File: config.mk
export PLATFORM = sky130hd
export DESIGN_NAME = sar_adc_ctrl
export DESIGN_NICKNAME = d
export VERILOG_FILES = /design/src/rtl/sar_adc_pkg.sv /design/src/rtl/sar_chan_dec.sv /design/src/rtl/sar_regs.sv /design/src/rtl/sar_seq.sv /design/src/rtl/sar_adc_ctrl.sv
export SDC_FILE = /design/constraint.sdc
export NUM_CORES = 1
export LEC_CHECK = 0
export BUFFER_PORTS_ARGS = -buffer_cell sky130_fd_sc_hd__buf_2
export CELL_PAD_IN_SITES_DETAIL_PLACEMENT = 0
export CELL_PAD_IN_SITES_GLOBAL_PLACEMENT = 2
export CORE_MARGIN = 2
export CORE_UTILIZATION = 30
export DETAILED_ROUTE_END_ITERATION = 12
export PLACE_DENSITY_LB_ADDON = 0.1
export SLEW_MARGIN = 20
export SYNTH_ARGS = -nofsm -noshare
export SYNTH_HDL_FRONTEND = slang
export SYNTH_HIERARCHICAL = 1
export SYNTH_SLANG_ARGS = --single-unit
File: constraint.sdc
create_clock -name clk -period 1.85 [get_ports clk]
set_clock_uncertainty 0.1 [all_clocks]
set_input_delay 0.2775 -clock clk [delete_from_list [all_inputs] [get_ports clk]]
set_output_delay 0.2775 -clock clk [all_outputs]
set_load 0.01 [all_outputs]
File: src/rtl/sar_adc_pkg.sv
`timescale 1ns/1ps
package sar_adc_pkg;
  typedef enum logic [1:0] {
    SEQ_IDLE   = 2'd0,
    SEQ_SAMPLE = 2'd1,
    SEQ_TRIAL  = 2'd2
  } seq_state_t;

  localparam logic [7:0] ADDR_CTRL_DEF = 8'h32;
  localparam logic [7:0] ADDR_RESL_DEF = 8'h33;
  localparam logic [7:0] ADDR_RESH_DEF = 8'h34;
endpackage

File: src/rtl/sar_chan_dec.sv
`timescale 1ns/1ps
module sar_chan_dec #(
  parameter int CH_W     = 4,
  parameter int N_CH     = 12,
  parameter int BLOCK_CH = 10
) (
  input  logic            clk,
  input  logic            rst_n,
  input  logic [CH_W-1:0] chan_code,
  output logic [N_CH-1:0] chan_sel,
  output logic            chan_valid,
  output logic            ext_block
);
  for (genvar i = 0; i < N_CH; i++) begin : g_sel
    assign chan_sel[i] = (chan_code == CH_W'(i));
  end

  assign chan_valid = |chan_sel;
  assign ext_block  = (chan_code == CH_W'(BLOCK_CH));

  AST_ONE_INPUT_AT_MOST: assert property (@(posedge clk) disable iff (!rst_n)
    $onehot0(chan_sel)) else $error("more than one input selected");
endmodule

File: src/rtl/sar_regs.sv
`timescale 1ns/1ps
module sar_regs #(
  parameter int              ADDR_W    = 8,
  parameter int              DATA_W    = 8,
  parameter int              CH_W      = 4,
  parameter int              RES_W     = 10,
  parameter int              FLAG_BIT  = 4,
  parameter logic [ADDR_W-1:0] CTRL_ADDR = 8'h32,
  parameter logic [ADDR_W-1:0] RESL_ADDR = 8'h33,
  parameter logic [ADDR_W-1:0] RESH_ADDR = 8'h34
) (
  input  logic              clk,
  input  logic              rst_n,
  input  logic [ADDR_W-1:0] bus_addr,
  input  logic              bus_wr,
  input  logic [DATA_W-1:0] bus_wdata,
  output logic [DATA_W-1:0] bus_rdata,
  input  logic              done_flag,
  input  logic [RES_W-1:0]  result,
  output logic [CH_W-1:0]   chan_code,
  output logic              start_evt
);
  localparam int LO_W = RES_W - DATA_W;

  logic ctrl_hit;
  logic unused_wdata;

  assign ctrl_hit     = bus_wr && (bus_addr == CTRL_ADDR);
  assign start_evt    = ctrl_hit && !bus_wdata[FLAG_BIT];
  assign unused_wdata = ^bus_wdata[DATA_W-1:FLAG_BIT+1];

  always_ff @(posedge clk or negedge rst_n) begin
    if (!rst_n)        chan_code <= '0;
    else if (ctrl_hit) chan_code <= bus_wdata[CH_W-1:0];
  end

  always_comb begin
    bus_rdata = '0;
    if (bus_addr == CTRL_ADDR) begin
      bus_rdata[CH_W-1:0] = chan_code;
      bus_rdata[FLAG_BIT] = done_flag;
    end else if (bus_addr == RESL_ADDR) begin
      bus_rdata[DATA_W-1 -: LO_W] = result[LO_W-1:0];
    end else if (bus_addr == RESH_ADDR) begin
      bus_rdata = result[RES_W-1 -: DATA_W];
    end
  end
endmodule

File: src/rtl/sar_seq.sv
`timescale 1ns/1ps
module sar_seq
  import sar_adc_pkg::*;
#(
  parameter int RES_W = 10
) (
  input  logic             clk,
  input  logic             rst_n,
  input  logic             start_evt,
  input  logic             cmp_ge,
  input  logic             chan_valid,
  output logic [RES_W-1:0] dac_code,
  output logic [RES_W-1:0] result,
  output logic             done_flag,
  output logic             irq
);
  localparam int IDX_W = $clog2(RES_W);
  localparam logic [IDX_W-1:0] TOP_IDX = IDX_W'(RES_W - 1);

  seq_state_t       st;
  logic [IDX_W-1:0] idx;
  logic [RES_W-1:0] acc;
  logic [RES_W-1:0] next_acc;
  logic             busy;
  logic             last_trial;
  logic             trial_hit;

  function automatic logic [RES_W-1:0] trial_code(input logic [RES_W-1:0] kept,
                                                  input logic [IDX_W-1:0] pos);
    return kept | (RES_W'(1) << pos);
  endfunction

  assign busy       = (st != SEQ_IDLE);
  assign last_trial = (st == SEQ_TRIAL) && (idx == '0);
  assign trial_hit  = cmp_ge && chan_valid;
  assign next_acc   = trial_hit ? trial_code(acc, idx) : acc;
  assign dac_code   = (st == SEQ_TRIAL) ? trial_code(acc, idx) : '0;

  always_ff @(posedge clk or negedge rst_n) begin
    if (!rst_n) begin
      st        <= SEQ_IDLE;
      idx       <= '0;
      acc       <= '0;
      result    <= '0;
      done_flag <= 1'b1;
      irq       <= 1'b0;
    end else begin
      irq <= 1'b0;
      if (start_evt) begin
        st        <= SEQ_SAMPLE;
        done_flag <= 1'b0;
        acc       <= '0;
      end else begin
        case (st)
          SEQ_SAMPLE: begin
            st  <= SEQ_TRIAL;
            idx <= TOP_IDX;
            acc <= '0;
          end
          SEQ_TRIAL: begin
            acc <= next_acc;
            if (idx == '0) begin
              st        <= SEQ_IDLE;
              result    <= next_acc;
              done_flag <= 1'b1;
              irq       <= 1'b1;
            end else begin
              idx <= idx - 1'b1;
            end
          end
          default: st <= SEQ_IDLE;
        endcase
      end
    end
  end

  AST_IRQ_SINGLE_CYCLE: assert property (@(posedge clk) disable iff (!rst_n)
    irq |=> !irq) else $error("interrupt longer than one cycle");
  AST_IRQ_ON_FLAG_RISE: assert property (@(posedge clk) disable iff (!rst_n)
    $rose(done_flag) |-> irq) else $error("flag rose without interrupt");
  AST_FLAG_LOW_WHILE_BUSY: assert property (@(posedge clk) disable iff (!rst_n)
    busy |-> !done_flag) else $error("flag high during conversion");
  AST_RESULT_HELD: assert property (@(posedge clk) disable iff (!rst_n)
    (busy && !last_trial) |=> $stable(result)) else $error("result moved mid-walk");
  AST_IDLE_CODE_ZERO: assert property (@(posedge clk) disable iff (!rst_n)
    (st == SEQ_IDLE) |-> (dac_code == '0)) else $error("trial code while idle");
endmodule

File: src/rtl/sar_adc_ctrl.sv
`timescale 1ns/1ps
module sar_adc_ctrl
  import sar_adc_pkg::*;
#(
  parameter int              ADDR_W    = 8,
  parameter int              DATA_W    = 8,
  parameter int              RES_W     = 10,
  parameter int              CH_W      = 4,
  parameter int              N_CH      = 12,
  parameter int              BLOCK_CH  = 10,
  parameter int              FLAG_BIT  = 4,
  parameter logic [ADDR_W-1:0] CTRL_ADDR = ADDR_CTRL_DEF,
  parameter logic [ADDR_W-1:0] RESL_ADDR = ADDR_RESL_DEF,
  parameter logic [ADDR_W-1:0] RESH_ADDR = ADDR_RESH_DEF
) (
  input  logic              clk,
  input  logic              rst_n,
  input  logic [ADDR_W-1:0] bus_addr,
  input  logic              bus_wr,
  input  logic [DATA_W-1:0] bus_wdata,
  output logic [DATA_W-1:0] bus_rdata,
  output logic [RES_W-1:0]  dac_code,
  input  logic              cmp_ge,
  output logic [N_CH-1:0]   chan_sel,
  output logic              ext_irq_block,
  output logic              adc_irq
);
  logic [CH_W-1:0]  chan_code;
  logic             start_evt;
  logic             done_flag;
  logic             chan_valid;
  logic [RES_W-1:0] result;

  sar_regs #(
    .ADDR_W(ADDR_W), .DATA_W(DATA_W), .CH_W(CH_W), .RES_W(RES_W),
    .FLAG_BIT(FLAG_BIT), .CTRL_ADDR(CTRL_ADDR), .RESL_ADDR(RESL_ADDR),
    .RESH_ADDR(RESH_ADDR)
  ) u_regs (
    .clk(clk), .rst_n(rst_n), .bus_addr(bus_addr), .bus_wr(bus_wr),
    .bus_wdata(bus_wdata), .bus_rdata(bus_rdata), .done_flag(done_flag),
    .result(result), .chan_code(chan_code), .start_evt(start_evt)
  );

  sar_chan_dec #(.CH_W(CH_W), .N_CH(N_CH), .BLOCK_CH(BLOCK_CH)) u_dec (
    .clk(clk), .rst_n(rst_n), .chan_code(chan_code), .chan_sel(chan_sel),
    .chan_valid(chan_valid), .ext_block(ext_irq_block)
  );

  sar_seq #(.RES_W(RES_W)) u_seq (
    .clk(clk), .rst_n(rst_n), .start_evt(start_evt), .cmp_ge(cmp_ge),
    .chan_valid(chan_valid), .dac_code(dac_code), .result(result),
    .done_flag(done_flag), .irq(adc_irq)
  );

  AST_BLOCK_ONLY_ON_SHARED_PIN: assert property (@(posedge clk) disable iff (!rst_n)
    ext_irq_block |-> chan_sel[BLOCK_CH]) else $error("block without shared input");
  AST_NO_HIT_WITHOUT_INPUT: assert property (@(posedge clk) disable iff (!rst_n)
    (adc_irq && !chan_valid) |-> (result == '0)) else $error("result from no input");
endmodule

After elaboration in Yosys (flattened, before gate mapping)
Index checks and enable logic that the tools add are counted.
{"block": "word_totals", "input_bits": 20, "ram_bits": 0, "rom_bits": 0, "mem_count": 0, "regBits": 32, "out_inout_bits": 32, "latch_bits": 0, "word_cells": 63}
{"block": "classes", "n_bitwise": 2, "n_reduce_logical": 14, "multipliers": 0, "div_mod_pow": 0, "muxes": 20, "magnitude_cmp": 0, "n_shift": 1, "n_eq_ne": 18, "n_addsub": 1}
{"op": "two-way mux 10 bit", "n": 3}
{"op": "== test 8 x 6 -> 1 bit, second input constant", "n": 3}
{"op": "case mux 10 bit (2 select lines)", "n": 1}
{"op": "== test 4 x 3 -> 1 bit, second input constant", "n": 4}
{"op": "== test 4 bit, second input constant", "n": 4}
{"op": "OR reduction 12 bit", "n": 1}
{"op": "OR 10 bit", "n": 1}
{"op": "left shift 1 x 4 -> 10 bit, first input constant", "n": 1}
{"op": "== test 4 x 2 -> 1 bit, second input constant", "n": 2}
{"op": "zero test 4 bit", "n": 2}
{"op": "two-way mux 8 bit", "n": 1}
{"op": "case mux 4 bit (2 select lines)", "n": 1}
{"op": "two-way mux 1 bit", "n": 6}
{"op": "two-way mux 2 bit", "n": 3}
{"op": "two-way mux 6 bit", "n": 1}
{"op": "AND reduction 3 bit", "n": 2}
{"op": "nonzero test 2 bit", "n": 3}
{"op": "two-way mux 5 bit", "n": 1}
{"op": "== test 4 x 1 -> 1 bit, second input constant", "n": 1}
{"op": "two-way mux 4 bit", "n": 1}
{"op": "case mux 2 bit (2 select lines)", "n": 1}
{"op": "subtractor 4 x 1 -> 4 bit, second input constant", "n": 1}
{"op": "logical AND 1 bit", "n": 3}
{"op": "two-way mux 3 bit", "n": 1}
{"op": "other kinds (8)", "n": 8}

Logic depth before layout (Yosys ltp)
Gate-level depths: netlist of the first run.
{"block": "logic_depth", "word_depth": 6, "mapped_depth": 7, "depth_no_buf": 6}

Modules after synthesis
Netlist of the first run, hierarchy kept.
{"module": "sar_seq", "n_inst": 1, "seq_area_each_um2": 701.9, "cells_each": 153, "area_per_inst_um2": 1496.4}
{"module": "sar_regs", "n_inst": 1, "seq_area_each_um2": 100.1, "cells_each": 31, "area_per_inst_um2": 336.6}
{"module": "sar_chan_dec", "n_inst": 1, "seq_area_each_um2": 0.0, "cells_each": 18, "area_per_inst_um2": 255.2}

Worst setup path before layout of the first run
No wires, ideal clock.
{"block": "synth_path", "path_kind": "input -> register", "startpoint": "input bus_addr[0]", "endpoint": "register u_seq.idx[0]", "required_ps": 1625, "path_slack_ps": -206, "cell_stages": 6, "arrival_time_ps": 1831, "setup_ps": 125, "n_path_buf": 0, "path_cell_list": "nor4b_4 > nand3_4 > nor2_1 > nor3b_1 > a21o_1 > mux2_2"}
{"block": "synth_via", "elab_chain_len": 5}
{"element": "start, declared", "line": "sar_adc_ctrl.sv:18", "source": "input logic [ADDR_W-1:0] bus_addr,"}
{"element": "== test 8 x 6 -> 1 bit", "line": "sar_regs.sv:28", "source": "assign ctrl_hit = bus_wr && (bus_addr == CTRL_ADDR);"}
{"element": "logical AND 1 bit", "line": "sar_regs.sv:28"}
{"element": "logical AND 1 bit", "line": "sar_regs.sv:29", "source": "assign start_evt = ctrl_hit && !bus_wdata[FLAG_BIT];"}
{"element": "named net start_evt", "line": "sar_adc_ctrl.sv:29", "source": "logic start_evt;"}
{"element": "inverter 1 bit (no source line)"}
{"element": "AND reduction 3 bit (no source line)"}
{"element": "end signal, assigned", "line": "sar_seq.sv:68", "source": "idx <= idx - 1'b1;"}
{"element": "end, declared", "line": "sar_seq.sv:21", "source": "logic [IDX_W-1:0] idx;"}
The timed path passes the listed nets, and every way through them passes these cells.
A chain may end at the register's enable or synchronous reset.

Final worst setup path of the first run
{"block": "layout_path", "startpoint": "register u_seq.idx[0]", "endpoint": "output dac_code[0]"}
{"block": "layout_via", "elab_chain_len": 3}
{"element": "left shift 1 x 4 -> 10 bit", "line": "sar_seq.sv:30", "source": "return kept | (RES_W'(1) << pos);"}
{"element": "OR 10 bit", "line": "sar_seq.sv:30"}
{"element": "two-way mux 10 bit", "line": "sar_seq.sv:37", "source": "assign dac_code = (st == SEQ_TRIAL) ? trial_code(acc, idx) : '0;"}
{"element": "end, declared", "line": "sar_adc_ctrl.sv:22", "source": "output logic [RES_W-1:0] dac_code,"}
No other way between the ends.

==> results of run 1 <==
[flip-flops by register name (all words and copies together) (netlist names)]
register	flops
u_seq/done_flag	1
u_seq/result	10
u_seq/acc	10
u_seq/idx	4
u_seq/st	2
u_seq/irq	1
u_regs/chan_code	4
[per-stage QoR]
step,setup TNS [ns],util [%],hold WS (ns)
3_3_place_gp,-0.1011,38.52,0.1489
5_1_grt,-1.162,41.59,0.1166
6_report,-0.05203,41.59,0.1299
3_5_place_dp,-0.09363,38.52,0.1523
2_1_floorplan,-0.2329,-,-0.1181
4_1_cts,-0.3072,40.85,0.1214
[cell usage after synthesis (4+ instances only)]
cell,instances
a21oi_1,25
a22oi_1,7
and4bb_1,5
buf_6,6
clkbuf_1,7
dfrtp_1,31
ha_1,5
inv_1,23
mux2_4,4
mux2i_1,11
nor2_1,20
nor2b_1,6
nor3b_1,4
nor4b_4,5
o32ai_1,8
[where the power goes]
part	leakage, nW	internal (W)	switching [W]
Sequential	0.394	0.000795	0.0000759
Clock	0.0541	0.000398	0.000275
Combinational	0.918	0.000438	0.000444
[per-layer routing]
layer	routed length, um	vias up	share of wire, %	track usage, %
met5	0	-	0	0
met4	30	0	0.56	4.196
met3	226	2	4.2	3.318
met2	2467	44	46	23.48
met1	2668	814	49	20.28
li1	-	868	-	-
[final timing paths]
check	end	startpoint	cells past startpoint	slack, ns
min in group asynchronous	u_seq/st[0]	rst_n	3	0.37
max in group asynchronous	u_seq/done_flag	rst_n	3	1.03
max	dac_code[0]	u_seq/idx[0]	5	-0.05
max reg2reg	u_seq/idx[1]	u_seq/idx[0]	7	0
min	u_regs/chan_code[0]	bus_wdata[0]	2	0.13
min reg2reg	u_seq/result[7]	u_seq/result[7]	2	0.42
[critical path: cells and delay by family (launching register included)]
kind            cells  cell delay [ns]
simple gates        1             0.38
fa+ha+maj           1             0.12
compound gates      1             0.13
flops               1             0.40
buf+inv             2             0.22
[timing repair]
item / CTS / global route
pin swaps: 1 / 2
endpoints found under the hold margin: 31 / 0
setup endpoints to repair: 12 / 21
resized for setup: 9 / 8
buffers inserted: 1 / 2
hold buffers: 1 / 0
[cells by family after synthesis]
kind of cell    count (synthesis)  synth area share (%)
compound gates                 48                 14.92
fa+ha+maj                       7                 3.955
buf+inv                        37                 8.987
flops                          32                 38.41
mux                            16                 8.688
simple gates                   62                 25.04
[cell type report]
type                            instances  area [um2]  share of cell area (%)
Clock inverter                          3       42.54                   1.514
Clock buffer                            5       68.82                   2.449
Multi-Input combinational cell        133        1180                   41.99
Inverter                               23       86.33                   3.072
Timing Repair Buffer                   81       528.0                   18.79
Tap cell                               80       100.1                   3.562
Sequential cell                        32       804.5                   28.63
==> flow_summary.ini, run 1 <==
[synth]
ys_warn_count = 6
synth_area_leaders = dfrtp_1 (37%), a21oi_1 (6.0%), nor4b_4 (5.7%), mux2i_1 (5.3%), inv_1 (4.1%)
synth_ff_type = dfrtp_1
synth_nets = 227
avgSynthCellArea_um2 = 10.34
ys_ff_latch = 32
ys_async_sr_fraction_pct = 100.0
yosysSeqAreaShare_pct = 38.41
syn_inst = 202
yosysTopAreaCellShare_pct = 37.15
yosysTopAreaCell = dfrtp_1
synthDistinctLibCells = 39
syn_area_mm2 = 0.002088
synth-edff-count = 0

[detailed_routing]
initialDrtViolationCount = 54
drt_pass1_iterations = 4
drt-vias-per-instance = 4.840
drc = 0
routed_wl_um = 5393
vias = 1728
post_drt_wl_per_cell_um = 15.11
postRouteAntennaNets = 0

[floorplan]
die_area_mm2 = 0.007644
die_height_um = 87.43
num_rows = 30
ios = 52
fp.dieW_um = 87.43
start_util_pct = 30.91
core-area_mm2 = 0.006756

[layout]
final_cell_mix = buf_2 (48), buf_4 (29), dfrtp_1 (29)
nFillCells = 685
stdcell_area_mm2 = 0.002810
fin_nets = 301
layout_commonest_cell = buf_2
layout-drive-gt1-share_pct = 43.68
n_antenna_cell = 0
syn2layout_area_growth_pct = 34.57
finalNonFillerCells = 357

[place]
dp_hpwl_um = 4018
gp_congestion = 0.7921
placed_area_mm2 = 0.002603
place_inst = 345
place.port_buffers = 48
pre_cts_ws_ns = -0.07193

[power]
finalPower_w = 0.002426
p_per_area_mw_per_mm2 = 863.3
p_leak_nw = 1.365
ir_worst_vdd_uv = 568.3

[timing]
maxSlewHeadroom_pct = 70.63
hold_viol_final = 0
layout_min_cycle_time_ns = 1.899
fmax_mhz = 526.7
drv_slew = 0
worst_pin_slew_ns = 0.4397
fin_ws_ns = -0.04868
rsz0062_at_grt = true
timing.final.crit_share_pct = 102.6
setup_viol = 3

[clock_tree]
tritoncts = built
clock_path_buffers = 2
cts_max_level = 2
clk_pin_slew_ns = 0.07
cts-root-buf = clkbuf_8
cts_made_buffers = 5
clock_latency_ns = 0.29
cts_sinks = 32

[global_route]
grt_use_total_pct = 14.82
grt_overflow = 0
grt_max_degree = 33
antenna_found_initial = 0
grt_pass1_vias = 1696
grt_pass1_wl_um = 8728

[setup_path]
criticalPathCategory = flop to output pin
critical-path-slowest-cell = dfrtp_1
cp_cell_sequence = inv_2, ha_4, or3b_4, a21oi_2, buf_2
cp_max_fo = 2
cp-end-kind = output pin
crit_required_ns = 1.47
worst_setup_path_start_kind = flop
slowest_delay_ns = 0.40
worstPathArrival_ns = 1.52

[hold_path]
hp-class = input pin to flop

[status]
violations = setup timing
status = complete, but fails checks

[job]
maxCapViolCount = 0
(Power assumes the default switching activity.)
==> run 2: changes to the inputs <==
- BUFFER_PORTS_ARGS: -buffer_cell sky130_fd_sc_hd__buf_2 -> unset
- CORE_UTILIZATION: 30 -> 35
- DONT_BUFFER_PORTS: unset -> 1
==> run 2 against run 1 <==
The run still ends with setup timing left. Worst hold slack worse by 0.076 ns. Final cell count shrank 16%. Die area decreased by 14%. Power decreased by 8.2%. Critical path depth unchanged. Flip-flop and latch count unchanged. Largest cell class unchanged. Highest routed layer unchanged.
==> flow_summary.ini, run 2 (synthesis gave the netlist of run 1 again) <==
[layout]
layout-drive-gt1-share_pct = 27.23
n_antenna_cell = 0
finalNonFillerCells = 299
final_util_pct = 41.94
fin_nets = 248
syn2layout_area_growth_pct = 17.50
layout_commonest_cell = dfrtp_1
nFillCells = 569
stdcell_area_mm2 = 0.002454
multiInputGateArea_mm2 = 0.001142
ff_latch_area_um2 = 803.3
final_cell_mix = dfrtp_1 (30), buf_4 (25), a21oi_1 (24)
reg.largest.list = u_seq/acc (10), u_seq/result (10)

[global_route]
grt_pass1_vias = 1544
grt_pass1_wl_um = 7907
grt_max_degree = 33
antenna_found_initial = 0
grt_use_total_pct = 16.25
grt_overflow = 0

[floorplan]
die_height_um = 81.24
die_area_mm2 = 0.006600
ios = 52
num_rows = 28
start_util_pct = 35.69
core-area_mm2 = 0.005851
fp.dieW_um = 81.24

[setup_path]
criticalPathCategory = flop to output pin
reg2reg_slack_ns = -0.06
worstPathArrival_ns = 1.57
cp-end-kind = output pin
cp_max_fo = 2
crit_required_ns = 1.47
worst_setup_path_start_kind = flop

[timing]
rsz0062_at_grt = true
fin_ws_ns = -0.09294
fmax_mhz = 514.7
layout_min_cycle_time_ns = 1.943
timing.final.crit_share_pct = 105.0
tns_ns = -0.5848
worst_pin_slew_ns = 0.6241
hold_viol_final = 0
drv_slew = 0
setup_viol = 14
maxSlewHeadroom_pct = 58.39

[clock_tree]
clock_path_buffers = 2
clock_latency_ns = 0.28
cts-root-buf = clkbuf_8
clk_pin_slew_ns = 0.07
cts_sinks = 32
tritoncts = built
cts_made_buffers = 5
cts_max_level = 2

[job]
maxCapViolCount = 0

[detailed_routing]
drt-met1-wl_um = 2232
wl_met2_um = 2553
top_layer = met4
met3_length_um = 317
postRouteAntennaNets = 0
initialDrtViolationCount = 72
routed_wl_um = 5126
drc = 0
post_drt_wl_per_cell_um = 17.14
drt-vias-per-instance = 5.385
drt_pass1_iterations = 4
vias = 1610

[status]
status = complete, but fails checks
violations = setup timing

[place]
gp_congestion = 0.8129
place_inst = 284
placed_area_mm2 = 0.002271
dp_hpwl_um = 3768
place.port_buffers = 0

[power]
p_per_area_mw_per_mm2 = 908.0
p_leak_nw = 1.083
ir_worst_vdd_uv = 520.8

[hold_path]
hp-class = input pin to flop
==> run 2: metrics by stage <==
| step | hold slack (ns) | setup slack [ns] | power [W] |
|---|---|---|---|
| finish | 0.05435 | -0.09294 | 0.002228 |
| detailed placement | -0.1168 | -0.002944 | 0.001565 |
| CTS | 0.04095 | -0.1040 | 0.002210 |
| floorplan | -0.1181 | -0.03333 | 0.001338 |
| global placement | -0.1169 | 0.01809 | 0.001540 |
| global route | 0.03372 | -0.1533 | 0.002391 |
==> run 2: where the power goes <==
group          internal, W  switching, W  total [W]
combinational     0.000399      0.000410   0.000809
clock             0.000303      0.000244   0.000547
sequential        0.000795     0.0000766   0.000872
total              0.00150      0.000730    0.00223
==> run 2: final cells by class <==
type	count	area share [%]
clock buffers	8	3.672
inverters	23	3.519
multi-input cells	133	46.56
flip-flops and latches	32	32.74
well taps	75	3.825
repair buffers	28	9.689
==> run 2: layer usage <==
layer,global-route usage [%],vias up
met5,0,-
met4,4.068,0
met3,4.111,2
met2,28.60,50
met1,19.81,786
li1,-,772
==> run 2: worst max-delay path: stages, from the launching register on <==
cell and delay [ns]:
dfrtp_1 0.39, inv_2 0.09, ha_4 0.14, or3b_4 0.39
a21oi_2 0.14, buf_4 0.14
==> run 2: path summary, 6_finish.rpt <==
path | from | end | depth (start not counted)
max | u_seq/idx[0] | dac_code[0] | 5
min | bus_wdata[3] | u_regs/chan_code[3] | 1
max reg2reg | u_seq/idx[0] | u_seq/idx[1] | 7
min reg2reg | u_seq/result[1] | u_seq/result[1] | 2
max in group asynchronous | rst_n | u_seq/done_flag | 2
min in group asynchronous | rst_n | u_seq/st[0] | 2
==> run 2: what timing repair did <==
| action | in CTS | in global routing |
|---|---|---|
| setup endpoints to repair | 6 | 28 |
| endpoints found under the hold margin | 32 | 0 |
| buffers inserted | 3 | 2 |
| hold buffers | 2 | 0 |
| pin swaps | 2 | 0 |
| gates resized for setup | 4 | 5 |
